### src/rtl/adc_sout_pkg.sv
package adc_sout_pkg;
  typedef enum logic {
    SRC_INT = 1'b0,
    SRC_EXT = 1'b1
  } sclk_src_e;
endpackage

### src/rtl/adc_sout_clkgen.sv
module adc_sout_clkgen import adc_sout_pkg::*; #(
  parameter int DIV = 2
) (
  input  logic clk_i,
  input  logic rst_ni,
  input  logic cs_ni,
  input  logic clk_sel_i,
  input  logic se_mode_i,
  input  logic ext_sclk_i,
  output logic sclk_o,
  output logic int_src_o,
  output logic fall_o
);
  localparam int HALF = DIV / 2;
  localparam int CW   = (HALF > 1) ? $clog2(HALF) : 1;

  sclk_src_e src;
  logic [CW-1:0] div_cnt;
  logic          sclk_q;
  logic          tick;
  logic [2:0]    ext_sync;
  logic          ext_fall;

  // differential mode forces the internal source
  assign src       = (se_mode_i && clk_sel_i) ? SRC_EXT : SRC_INT;
  assign int_src_o = (src == SRC_INT);
  assign tick      = (div_cnt == CW'(HALF - 1));

  always_ff @(posedge clk_i or negedge rst_ni) begin
    if (!rst_ni) begin
      div_cnt <= '0;
      sclk_q  <= 1'b0;
    end else if (cs_ni || !int_src_o) begin
      div_cnt <= '0;
      sclk_q  <= 1'b0;
    end else if (tick) begin
      div_cnt <= '0;
      sclk_q  <= ~sclk_q;
    end else begin
      div_cnt <= div_cnt + CW'(1);
    end
  end

  always_ff @(posedge clk_i or negedge rst_ni) begin
    if (!rst_ni) ext_sync <= '0;
    else         ext_sync <= {ext_sync[1:0], ext_sclk_i};
  end

  assign ext_fall = ext_sync[2] & ~ext_sync[1];
  assign sclk_o   = int_src_o ? sclk_q : 1'b0;
  assign fall_o   = int_src_o ? (tick & sclk_q & ~cs_ni) : (ext_fall & ~cs_ni);

  a_r5_cs_holds_low: assert property (@(posedge clk_i) disable iff (!rst_ni)
    cs_ni |=> !sclk_q);
  a_r2_div_period: assert property (@(posedge clk_i) disable iff (!rst_ni)
    (!cs_ni && int_src_o && !tick) |=> $stable(sclk_q));
endmodule

### src/rtl/adc_sout_shifter.sv
module adc_sout_shifter #(
  parameter int W = 24
) (
  input  logic         clk_i,
  input  logic         rst_ni,
  input  logic [W-1:0] word_i,
  input  logic         new_word_i,
  input  logic         cs_ni,
  input  logic         fall_i,
  output logic         sdo_o,
  output logic         rdy_o
);
  localparam int NW = $clog2(W + 1);

  logic [W-1:0]  word_q;
  logic [W-1:0]  shreg;
  logic [NW-1:0] bits_left;
  logic          rdy_q;
  logic          relaunch;

  always_ff @(posedge clk_i or negedge rst_ni) begin
    if (!rst_ni) begin
      word_q    <= '0;
      shreg     <= '0;
      bits_left <= '0;
      rdy_q     <= 1'b0;
      relaunch  <= 1'b0;
    end else if (new_word_i) begin
      word_q    <= word_i;
      shreg     <= word_i;
      bits_left <= NW'(W);
      // re-arm through a one-cycle low so the host sees a fresh rising edge
      rdy_q     <= ~rdy_q;
      relaunch  <= rdy_q;
    end else if (relaunch) begin
      rdy_q    <= 1'b1;
      relaunch <= 1'b0;
    end else if (cs_ni) begin
      shreg     <= word_q;
      bits_left <= NW'(W);
    end else if (fall_i && rdy_q) begin
      if (bits_left == NW'(1)) begin
        rdy_q     <= 1'b0;
        bits_left <= '0;
      end else begin
        shreg     <= {shreg[W-2:0], 1'b0};
        bits_left <= bits_left - NW'(1);
      end
    end
  end

  assign sdo_o = shreg[W-1];
  assign rdy_o = rdy_q;

  a_r7_load_msb: assert property (@(posedge clk_i) disable iff (!rst_ni)
    (new_word_i && !rdy_q) |=> (rdy_q && sdo_o == $past(word_i[W-1])));
  a_r9_relaunch: assert property (@(posedge clk_i) disable iff (!rst_ni)
    (new_word_i && rdy_q) |=> !rdy_q ##1 rdy_q);
  a_r1_shift_order: assert property (@(posedge clk_i) disable iff (!rst_ni)
    (fall_i && rdy_q && !relaunch && !new_word_i && !cs_ni && bits_left > NW'(1))
      |=> sdo_o == $past(shreg[W-2]));
  a_r8_last_bit: assert property (@(posedge clk_i) disable iff (!rst_ni)
    (fall_i && rdy_q && !relaunch && !new_word_i && !cs_ni && bits_left == NW'(1))
      |=> !rdy_q);
endmodule

### src/rtl/adc_sout_if.sv
module adc_sout_if #(
  parameter int W   = 24,
  parameter int DIV = 2
) (
  input  logic         clk_i,
  input  logic         rst_ni,
  input  logic [W-1:0] word_i,
  input  logic         new_word_i,
  input  logic         clk_sel_i,
  input  logic         se_mode_i,
  input  logic         cs_ni,
  input  logic         ext_sclk_i,
  output logic         sdo_o,
  output logic         sdo_n_o,
  output logic         sdo_oe_o,
  output logic         rdy_o,
  output logic         rdy_n_o,
  output logic         sclk_o,
  output logic         sclk_oe_o
);
  logic int_src;
  logic fall;
  logic sdo;
  logic rdy;

  adc_sout_clkgen #(.DIV(DIV)) u_clkgen (
    .clk_i      (clk_i),
    .rst_ni     (rst_ni),
    .cs_ni      (cs_ni),
    .clk_sel_i  (clk_sel_i),
    .se_mode_i  (se_mode_i),
    .ext_sclk_i (ext_sclk_i),
    .sclk_o     (sclk_o),
    .int_src_o  (int_src),
    .fall_o     (fall)
  );

  adc_sout_shifter #(.W(W)) u_shifter (
    .clk_i      (clk_i),
    .rst_ni     (rst_ni),
    .word_i     (word_i),
    .new_word_i (new_word_i),
    .cs_ni      (cs_ni),
    .fall_i     (fall),
    .sdo_o      (sdo),
    .rdy_o      (rdy)
  );

  assign sdo_o     = sdo;
  assign sdo_n_o   = ~sdo;
  assign rdy_o     = rdy;
  assign rdy_n_o   = ~rdy;
  assign sdo_oe_o  = ~cs_ni;
  assign sclk_oe_o = ~cs_ni & int_src;

  a_r3_ext_no_drive: assert property (@(posedge clk_i) disable iff (!rst_ni)
    (se_mode_i && clk_sel_i) |-> !sclk_oe_o);
  a_r5_cs_quiet: assert property (@(posedge clk_i) disable iff (!rst_ni)
    (cs_ni && $past(cs_ni)) |-> !sclk_o);
endmodule

### config.mk
export PLATFORM = sky130hd
export DESIGN_NAME = adc_sout_if
export DESIGN_NICKNAME = d
export VERILOG_FILES = /design/src/rtl/adc_sout_pkg.sv /design/src/rtl/adc_sout_clkgen.sv /design/src/rtl/adc_sout_shifter.sv /design/src/rtl/adc_sout_if.sv
export SDC_FILE = /design/constraint.sdc
export NUM_CORES = 1
export LEC_CHECK = 0
export BUFFER_PORTS_ARGS = -buffer_cell sky130_fd_sc_hd__buf_2
export CAP_MARGIN = 15
export CORE_MARGIN = 5
export CORE_UTILIZATION = 55
export DETAILED_ROUTE_END_ITERATION = 7
export GPL_ROUTABILITY_DRIVEN = 0
export GPL_TIMING_DRIVEN = 0
export PLACE_DENSITY_LB_ADDON = 0.08
export SYNTH_ARGS = -nofsm -noshare
export SYNTH_HDL_FRONTEND = slang
export SYNTH_HIERARCHICAL = 1
export SYNTH_SLANG_ARGS = --single-unit
### constraint.sdc
create_clock -name clk_i -period 2.1 [get_ports clk_i]
set_clock_uncertainty 0.1 [all_clocks]
set_input_delay 0.63 -clock clk_i [delete_from_list [all_inputs] [get_ports clk_i]]
set_output_delay 0.63 -clock clk_i [all_outputs]
set_load 0.005 [all_outputs]
; After elaboration in Yosys (flattened, before gate mapping)
; Cells that the tools add are included.
[word_totals]
ff_bits = 60
latchBits = 0
mem_bits_rw = 0
mem_bits_ro = 0
output_inout_bits = 7
wordCells = 59
memories = 0
[op_classes]
add_sub_neg = 2
multipliers = 0
div = 0
magnitude_cmp = 0
n_eq_ne = 5
n_shift = 0
muxes = 23
bitwise_logic = 12
reduce_logical = 9
[ops]
columns = op, count
row1 = 24-bit 2-to-1 mux, 5
row2 = 5-bit 2-to-1 mux, 5
row3 = 1-bit 2-to-1 mux, 13
row4 = 3-bit nonzero test, 3
row5 = 1-bit NOT, 7
row6 = 3-bit AND reduction, 2
row7 = 1-bit bitwise AND, 5
row8 = 5-bit by 1-bit equality test with 1-bit output (second input constant), 1
row9 = 5-bit by 1-bit subtractor with 5-bit output (second input constant), 1
row10 = 2-bit != test (second input constant), 2
row11 = 3-bit by 2-bit != test with 1-bit output (second input constant), 1
row12 = 3-bit != test (second input constant), 1
row13 = 1-bit logical AND, 2
row14 = 2-bit AND reduction, 1
row15 = 1-bit adder (second input constant), 1
row16 = 1-bit logical OR, 1

; Longest topological paths before layout
; Gate-level depths: netlist of run 1.
[logic_depth]
ltp_word = 9
depth_mapped = 8
depth_no_buf = 6

; By module
; Netlist of run 1, hierarchy kept.
[modules_own_cells]
columns = module, n_inst, cells_per_inst, area_per_inst_um2, seq_area_each_um2
row1 = adc_sout_shifter, 1, 228, 2632.5, 1376.3
row2 = adc_sout_clkgen, 1, 9, 142.6, 100.1
row3 = adc_sout_if, 1, 4, 17.5, 0.0

; Worst setup path before layout of run 1
; Ideal clock, no wire load.
[synth_timing]
path_kind = input -> register
startpoint = input port clk_sel_i
endpoint = register u_shifter.shreg[15]
setup_ns = 0.092
arrival_time_ns = 1.981
required_ns = 1.908
path_slack_ns = -0.073
cell_stages = 8
path_buffers = 2
path_cell_list = and4b_1 -> o21ba_1 -> a211o_1 -> nand2_1 -> clkbuf_1 -> clkbuf_1 -> o21ai_0 -> o31ai_2
[synth_between]
elab_chain_cells = 6
[synth_lines]
columns = item, line_no
row1 = "start, declared", adc_sout_if.sv:9  ; input logic clk_sel_i,
row2 = 1-bit logical AND, adc_sout_clkgen.sv:25  ; assign src = (se_mode_i && clk_sel_i) ? SRC_EXT : SRC_INT;
row3 = 1-bit 2-to-1 mux, adc_sout_clkgen.sv:25
row4 = 1-bit 2-to-1 mux, adc_sout_clkgen.sv:51  ; assign fall_o = int_src_o ? (tick & sclk_q & ~cs_ni) : (ext_fall & ~cs_ni);
row5 = net fall, adc_sout_if.sv:22  ; logic fall;
row6 = 1-bit logical AND, adc_sout_shifter.sv:41  ; end else if (fall_i && rdy_q) begin
row7 = 3-bit nonzero test (no line), n/a
row8 = 3-bit AND reduction (no line), n/a
row9 = "end signal, assigned", adc_sout_shifter.sv:30  ; shreg <= word_i;
row10 = "end signal, assigned", adc_sout_shifter.sv:39  ; shreg <= word_q;
row11 = "end signal, assigned", adc_sout_shifter.sv:46  ; shreg <= {shreg[W-2:0], 1'b0};
row12 = "end, declared", adc_sout_shifter.sv:16  ; logic [W-1:0] shreg;
; The timed path passes the listed nets, and every way through them passes these cells.
; A chain may end at the register's enable or synchronous reset.

; Worst setup path after layout of run 1
[layout_timing]
startpoint = register u_shifter.bits_left[1]
endpoint = register u_shifter.shreg[5]
[layout_between]
elab_chain_cells = 3
[layout_lines]
columns = item, line_no
row1 = "start, declared", adc_sout_shifter.sv:17  ; logic [NW-1:0] bits_left;
row2 = "start signal, assigned", adc_sout_shifter.sv:31  ; bits_left <= NW'(W);
row3 = "start signal, assigned", adc_sout_shifter.sv:40  ; bits_left <= NW'(W);
row4 = "start signal, assigned", adc_sout_shifter.sv:47  ; bits_left <= bits_left - NW'(1);
row5 = 5-bit by 1-bit equality test with 1-bit output, adc_sout_shifter.sv:42  ; if (bits_left == NW'(1)) begin
row6 = 3-bit != test (no line), n/a
row7 = 3-bit AND reduction (no line), n/a
; No other way between the ends.

==> metrics.md, run 1 <==
| Metric | Value |
|---|---|
| Syn avg cell area | 11.59 µm² |
| Vias in the first global route | 2050 |
| Status | completed |
| Worst EP arrival | 2.12 ns |
| Max-slew violation count | 0 |
| Routed wire length | between 5000 and 6000 µm |
| Worst Setup SP | u_shifter/bits_left[1] |
| Layout cell share with drive strength beyond 1 | roughly 42% |
| Relative slew slack | 58.28% |
| Logic pwr share | 16.7% |
| Reg2Reg Capture Point | u_shifter/shreg[5] |
| Crit path kind | flip-flop to flip-flop |
| Post-synthesis sequential area ratio | 52.87% |
| Clk pin slew, worst setup/hold paths | 0.06 ns |
| Async set-reset flop share out of synthesis | 100.0% |
| Total track usage | between 10% and 20% |
| CP max FO | 10 |
| Library cells used by synthesis | 37 |
| Hold Violations, Final | 0 |
| DRC violations left | 0 |
| Fin crit share | 95.44% |
| Post-DRT Antenna Nets | 0 |
| Int Pwr | 2.150 mW |
| Final setup viols | 0 |
| Overall power | 2.899 mW |
| Post-DP HPWL | roughly 3700 µm |
| Synth Cell Area | 2793 µm² |
| Root Buffer | clkbuf_8 |
| Nature of the critical path startpoint | flip-flop |
| CTS Hold Bufs | 0 |
| Full die area | 6602 µm² |
| Via Count | 2064 |
| Syn Nets | 274 |
| Leakage | 1.483 nW |
| Post-DP Area | 3089 µm² |
| Top Ports | 38 |
| CTS sink cnt | between 50 and 60 |
| CTS tree | yes |
| Area delta synth->final | 21.42% |
| Longest Clk Path Bufs | 2 |
| IO Port Bufs | 37 |
| DR pass1 iterations | 5 |
| Clock latency on the worst-skew pair | 0.33 ns |
| N_diodes | 0 |
| Clk network pwr share | 36.3% |
| Initial DRC Count | 64 |
| Top_reg_cell synth | dfrtp_1 |
| NetSw | roughly 0.75 mW |
| HP Class | primary input to asynchronous set/reset pin |
| Post-synth EDFFs | 0 |
| Switching Fraction | 25.82% |
| GRT overflow | 0 |
| Utilization after layout | approximately two thirds |
| First-pass GRT wire length | 9742 µm |
| FMAX | 498.9 MHz |
| Max-cap violation count | 0 |
| Final Cell Area | between 3000 and 4000 µm² |
| Max VDD drop | ~460 µV |
| PwrDens | 854.9 nW/µm² |
| Largest net degree at the start of global routing | 34 |
| Most frequent cells in the layout | 58 x dfrtp_1, 46 x buf_2, 25 x nor3_1, 25 x nor2_1 |
| H-tree levels | 3 |
| Die extent in y | 81.26 µm |
| Cells after synthesis | 241 |
| Reg power frac | 47.0% |
| Fin nets | 330 |
| Tmin final | 2.004 ns |
| Worst Reg-to-Reg Cells | 8 |
| R2R setup slack | around 0.096 ns |
| R2r startpoint | u_shifter/bits_left[1] |
| Most common cell after layout, fill and taps aside | dfrtp_1 |
| Die W | 81.26 µm |
| Measured slew at the worst slew-check pin | approximately 0.63 ns |
| Per-cell routed wire length | roughly 15 µm |
| CP Capture Type | flip-flop |
| Vias per cell | 5.548 |
| Total CTS buffers | 9 |
| YS warnings | 6 |
| # rows | 26 |
| Core ar. | between 5000 and 6000 µm² |
| Starting Density | between 50% and 60% |
| Initial antenna violation count | 0 |
| CP Data Required Time | 2.21 ns |
| Synthesis-stage register bit count | 59 |
## per-layer routing
layer	share of wire (%)	global-route usage, %
met5	0	0
met2	47	29.89
met4	2.4	11.82
met3	4.5	4.545
met1	46	26.15
## cell usage after synthesis, types with 2 or more instances
| master | n | area share, % |
|---|---|---|
| dfrtp_1 | 59 | 53 |
| o21ai_0 | 26 | 4.7 |
| nor2_1 | 25 | 3.4 |
| nor3_1 | 25 | 4.5 |
| mux2_2 | 24 | 9.7 |
| o31ai_2 | 20 | 9.0 |
| buf_2 | 9 | 1.6 |
| clkbuf_1 | 7 | 0.94 |
| inv_1 | 6 | 0.81 |
| nand2_1 | 5 | 0.67 |
| o31ai_1 | 5 | 1.3 |
| a21oi_1 | 2 | 0.36 |
| buf_12 | 2 | 1.4 |
| ha_1 | 2 | 0.90 |
| nand2b_1 | 2 | 0.45 |
## through the flow
step	hold slack [ns]	setup TNS (ns)	setup WS, ns	cells
final	0.2112	0	0.09578	372
after CTS	0.2212	-0.01099	-0.005681	369
after global routing	0.2497	-0.2773	-0.03288	372
after detailed placement	0.2403	-5.543	-0.2681	349
after global placement	0.2361	-5.297	-0.2460	348
after floorplan	0.2312	0	0.06403	241
## repair_timing
item	in CTS	in global routing
resized for setup	0	13
cloned	0	1
pin swaps	2	2
endpoints found under the setup margin	20	26
setup buffers	4	2
## power groups by stage
stage	Sequential (mW)	Clock, mW	Combinational, mW
final	1.36	1.05	0.484
after global routing	1.38	1.14	0.538
after CTS	1.36	1.08	0.475
after detailed placement	1.38	0	0.467
after global placement	1.37	0	0.452
after floorplan	1.36	0	0.332
## sequential cells by signal, summed over array words and instances (netlist names)
name	cells
u_shifter/bits_left	5
u_shifter/shreg	24
u_shifter/relaunch	1
u_shifter/rdy_o	1
u_clkgen/sclk_q	1
u_shifter/word_q	24
u_clkgen/ext_sync	3
## critical path, stage by stage (launching register included)
cell and delay [ns]:
dfrtp_1 0.39, inv_2 0.08, ha_4 0.12, or3b_4 0.39, nor4_4 0.26, or2_1 0.17
buf_6 0.14, buf_12 0.14, o31ai_2 0.08
## how the worst max path moves through the flow
stage / slack, ns / cells after the start / end
floorplan: 0.06 / 8 / u_shifter/shreg[10]
global placement: -0.25 / 9 / u_shifter/shreg[19]
detailed placement: -0.27 / 9 / u_shifter/shreg[14]
CTS: -0.006 / 8 / u_shifter/shreg[5]
global route: -0.03 / 8 / u_shifter/shreg[5]
finish: 0.1 / 8 / u_shifter/shreg[5]
## area by class of cell
class	count	area (µm²)
buffer	19	133.9
clock buffer	16	210.2
fill	408	1619
inverter	6	22.52
multi-input combinational	157	1184
sequential	59	1478
tap	70	87.58
timing repair buffer	45	275.3
## cell families (layout without fill, tap and decap cells)
family / after synthesis / after routing / synth area share [%]
multiplexers: 25 / 25 / 10.04
AO/OA/AOI/OAI: 65 / 65 / 19.22
AND/OR/NAND/NOR: 65 / 65 / 11.78
buffers and inverters: 25 / 86 / 5.197
adder cells (fa/ha/maj): 2 / 2 / 0.8959
flip-flops: 59 / 59 / 52.87
Power figures use the tool's default switching activity.
==> inputs of run 2 (changes only) <==
==> constraint.sdc (replaced) <==
create_clock -name clk_i -period 1.9 [get_ports clk_i]
set_clock_uncertainty 0.1 [all_clocks]
set_input_delay 0.57 -clock clk_i [delete_from_list [all_inputs] [get_ports clk_i]]
set_output_delay 0.57 -clock clk_i [all_outputs]
set_load 0.005 [all_outputs]
==> run 2 against run 1 <==
Effect of this change: total power increased by 12%; non-clock buffer count rose by 6; worst setup slack worse by 0.20 ns; final area rose by 5.1%; count of clock-buffer cells in the layout down 5; global-route usage grew 0.18 points; largest power group unchanged; utilization up 3.5 points; via count grew 0.82%; the flow now finishes with violations (setup timing).
==> metrics.md, run 2 (same netlist as run 1, synthesis figures left out) <==
| Metric | Value |
|---|---|
| Status | finished, violations left |
| Failing checks | setup timing |
| Fill cells | roughly 400 |
| Register area | 1476 µm² |
| # rows | 26 |
| Measured slew at the worst slew-check pin | between 0.6 and 0.7 ns |
| Total CTS buffers | 9 |
| Finished Layout Cells | 378 |
| Nature of the critical path startpoint | flip-flop |
| Crit path buf inv count | 2 |
| Area occupied by multi-input gates | 1300 µm² |
| RSZ-0062 raised after global routing | yes |
| Post-DP HPWL | 3782 µm |
| CP max FO | 6 |
| Relative slew slack | 57.85% |
| Largest delay share family, worst path | compound AO/OA/AOI/OAI gates |
| Max-slew violation count | 0 |
| Layout cell share with drive strength beyond 1 | 46.10% |
| PwrDens | 911.5 nW/µm² |
| Top flop regs | u_shifter/shreg: 24 flops, u_shifter/word_q: 24 flops, u_shifter/bits_left: 5 flops |
| N_diodes | 0 |
| Max VDD drop | 506.4 µV |
| Post-DRT Antenna Nets | 0 |
| HP Class | primary input to asynchronous set/reset pin |
| Reg power frac | 46.6% |
| Post-DP Area | 3109 µm² |
| Placed cell count | 349 |
| Die extent in y | 81.26 µm |
| IO Port Bufs | 37 |
| Via Count | 2081 |
| Max-cap violation count | 0 |
| Hold Violations, Final | 0 |
| Vias in the first global route | between 2000 and 2500 |
| Leakage | about 1.5 nW |
| Fin nets | 336 |
| Slowest CP cell | dfrtp_1 |
| Logic pwr share | 19.1% |
| Full die area | 6602 µm² |
| Initial DRC Count | 93 |
| Total track usage | 20.05% |
| Routed wire length | 5813 µm |
| Vias per cell | 5.505 |
| Core ar. | 5010 µm² |
| H-tree levels | 3 |
| Per-cell routed wire length | ~15 µm |
| Final Cell Area | 3565 µm² |
| Int Pwr | 2.370 mW |
| First-pass GRT wire length | 9970 µm |
| Overall power | 3.249 mW |
| Top Ports | 38 |
| Crit path kind | flip-flop to flip-flop |
| NetSw | 0.8792 mW |
| Critical-path cell list | and4b_1 -> o21ba_4 -> a211o_1 -> nand2_2 -> or2_1 -> buf_6 -> buf_4 -> a221o_1 |
| Fin crit share | 105.7% |
| R2R setup slack | -0.11 ns |
| Die W | around 80 µm |
| Most frequent cells in the layout | 59 x dfrtp_1, 44 x buf_2, 25 x nor3_1, 25 x nor2_1, 24 x mux2_2 |
| Initial antenna violation count | 0 |
| GRT overflow | 0 |
| Clock latency on the worst-skew pair | 0.33 ns |
| Starting Density | 55.74% |
| Worst EP arrival | approximately 2.1 ns |
| Clk network pwr share | 34.3% |
| DR pass1 iterations | 4 |
| Utilization after layout | 71.15% |
| Switching Fraction | 27.06% |
| Final setup viols | 25 |
| Final worst slack | -0.1086 ns |
| Largest net degree at the start of global routing | 33 |
| DRC violations left | 0 |
| Root Buffer | clkbuf_8 |
| Most common cell after layout, fill and taps aside | dfrtp_1 |
| CTS tree | yes |
| FMAX | 497.9 MHz |
| Area delta synth->final | 27.64% |
| Tmin final | 2.009 ns |
| CP Capture Type | flip-flop |
| Longest Clk Path Bufs | 2 |
| Clk pin slew, worst setup/hold paths | around 0.07 ns |
| Critical path's largest stage delay | 0.37 ns |
| CP Data Required Time | 2.01 ns |
| CTS sink cnt | 59 |
run 2: per-layer routing:
layer | GRT usage, % | share of wire (%)
met1 | 26.97 | 47
met2 | 31.03 | 47
met3 | 3.880 | 4.4
met4 | 9.797 | 1.5
met5 | 0 | 0
run 2: final cells by class:
type                    instances  share of cell area (%)
flip-flops and latches         59                   41.42
multi-input cells             157                   36.47
repair buffers                 51                   9.161
plain buffers                  19                   4.423
clock buffers                  11                   3.966
well taps                      70                   2.457
clock inverters                 5                   1.474
inverters                       6                  0.6318
run 2: stage by stage:
stage / TNS [ns] / setup slack (ns) / hold slack (ns)
final: -1.343 / -0.1086 / 0.1608
after floorplan: -1.131 / -0.05554 / 0.1744
after CTS: -2.379 / -0.1246 / 0.1764
after detailed placement: -7.958 / -0.3185 / 0.2442
after global placement: -7.261 / -0.2839 / 0.2430
after global routing: -3.167 / -0.2027 / 0.2070
run 2: final timing paths:
check,startpoint,to,cells after the start
max reg2reg,u_clkgen/ext_sync[1],u_shifter/shreg[0],8
min,rst_ni,u_shifter/word_q[9],1
max,u_clkgen/ext_sync[1],u_shifter/shreg[0],8
min reg2reg,u_clkgen/ext_sync[0],u_clkgen/ext_sync[1],0
min in group clk_i,ext_sclk_i,u_clkgen/ext_sync[0],1
max in group asynchronous,rst_ni,u_shifter/shreg[19],2
run 2: power groups by stage:
stage,registers (mW),clock network (mW),logic (mW)
2_1_floorplan,1.50,0,0.376
3_3_place_gp,1.52,0,0.508
3_5_place_dp,1.52,0,0.526
4_1_cts,1.50,1.14,0.564
5_1_grt,1.53,1.20,0.686
6_report,1.51,1.11,0.622
run 2: repair_timing:
item,4_1_cts,5_1_grt
pin swaps,7,10
cloned,1,0
endpoints found under the setup margin,26,28
hold buffers,0,0
gates resized for setup,13,27
setup buffers,8,4
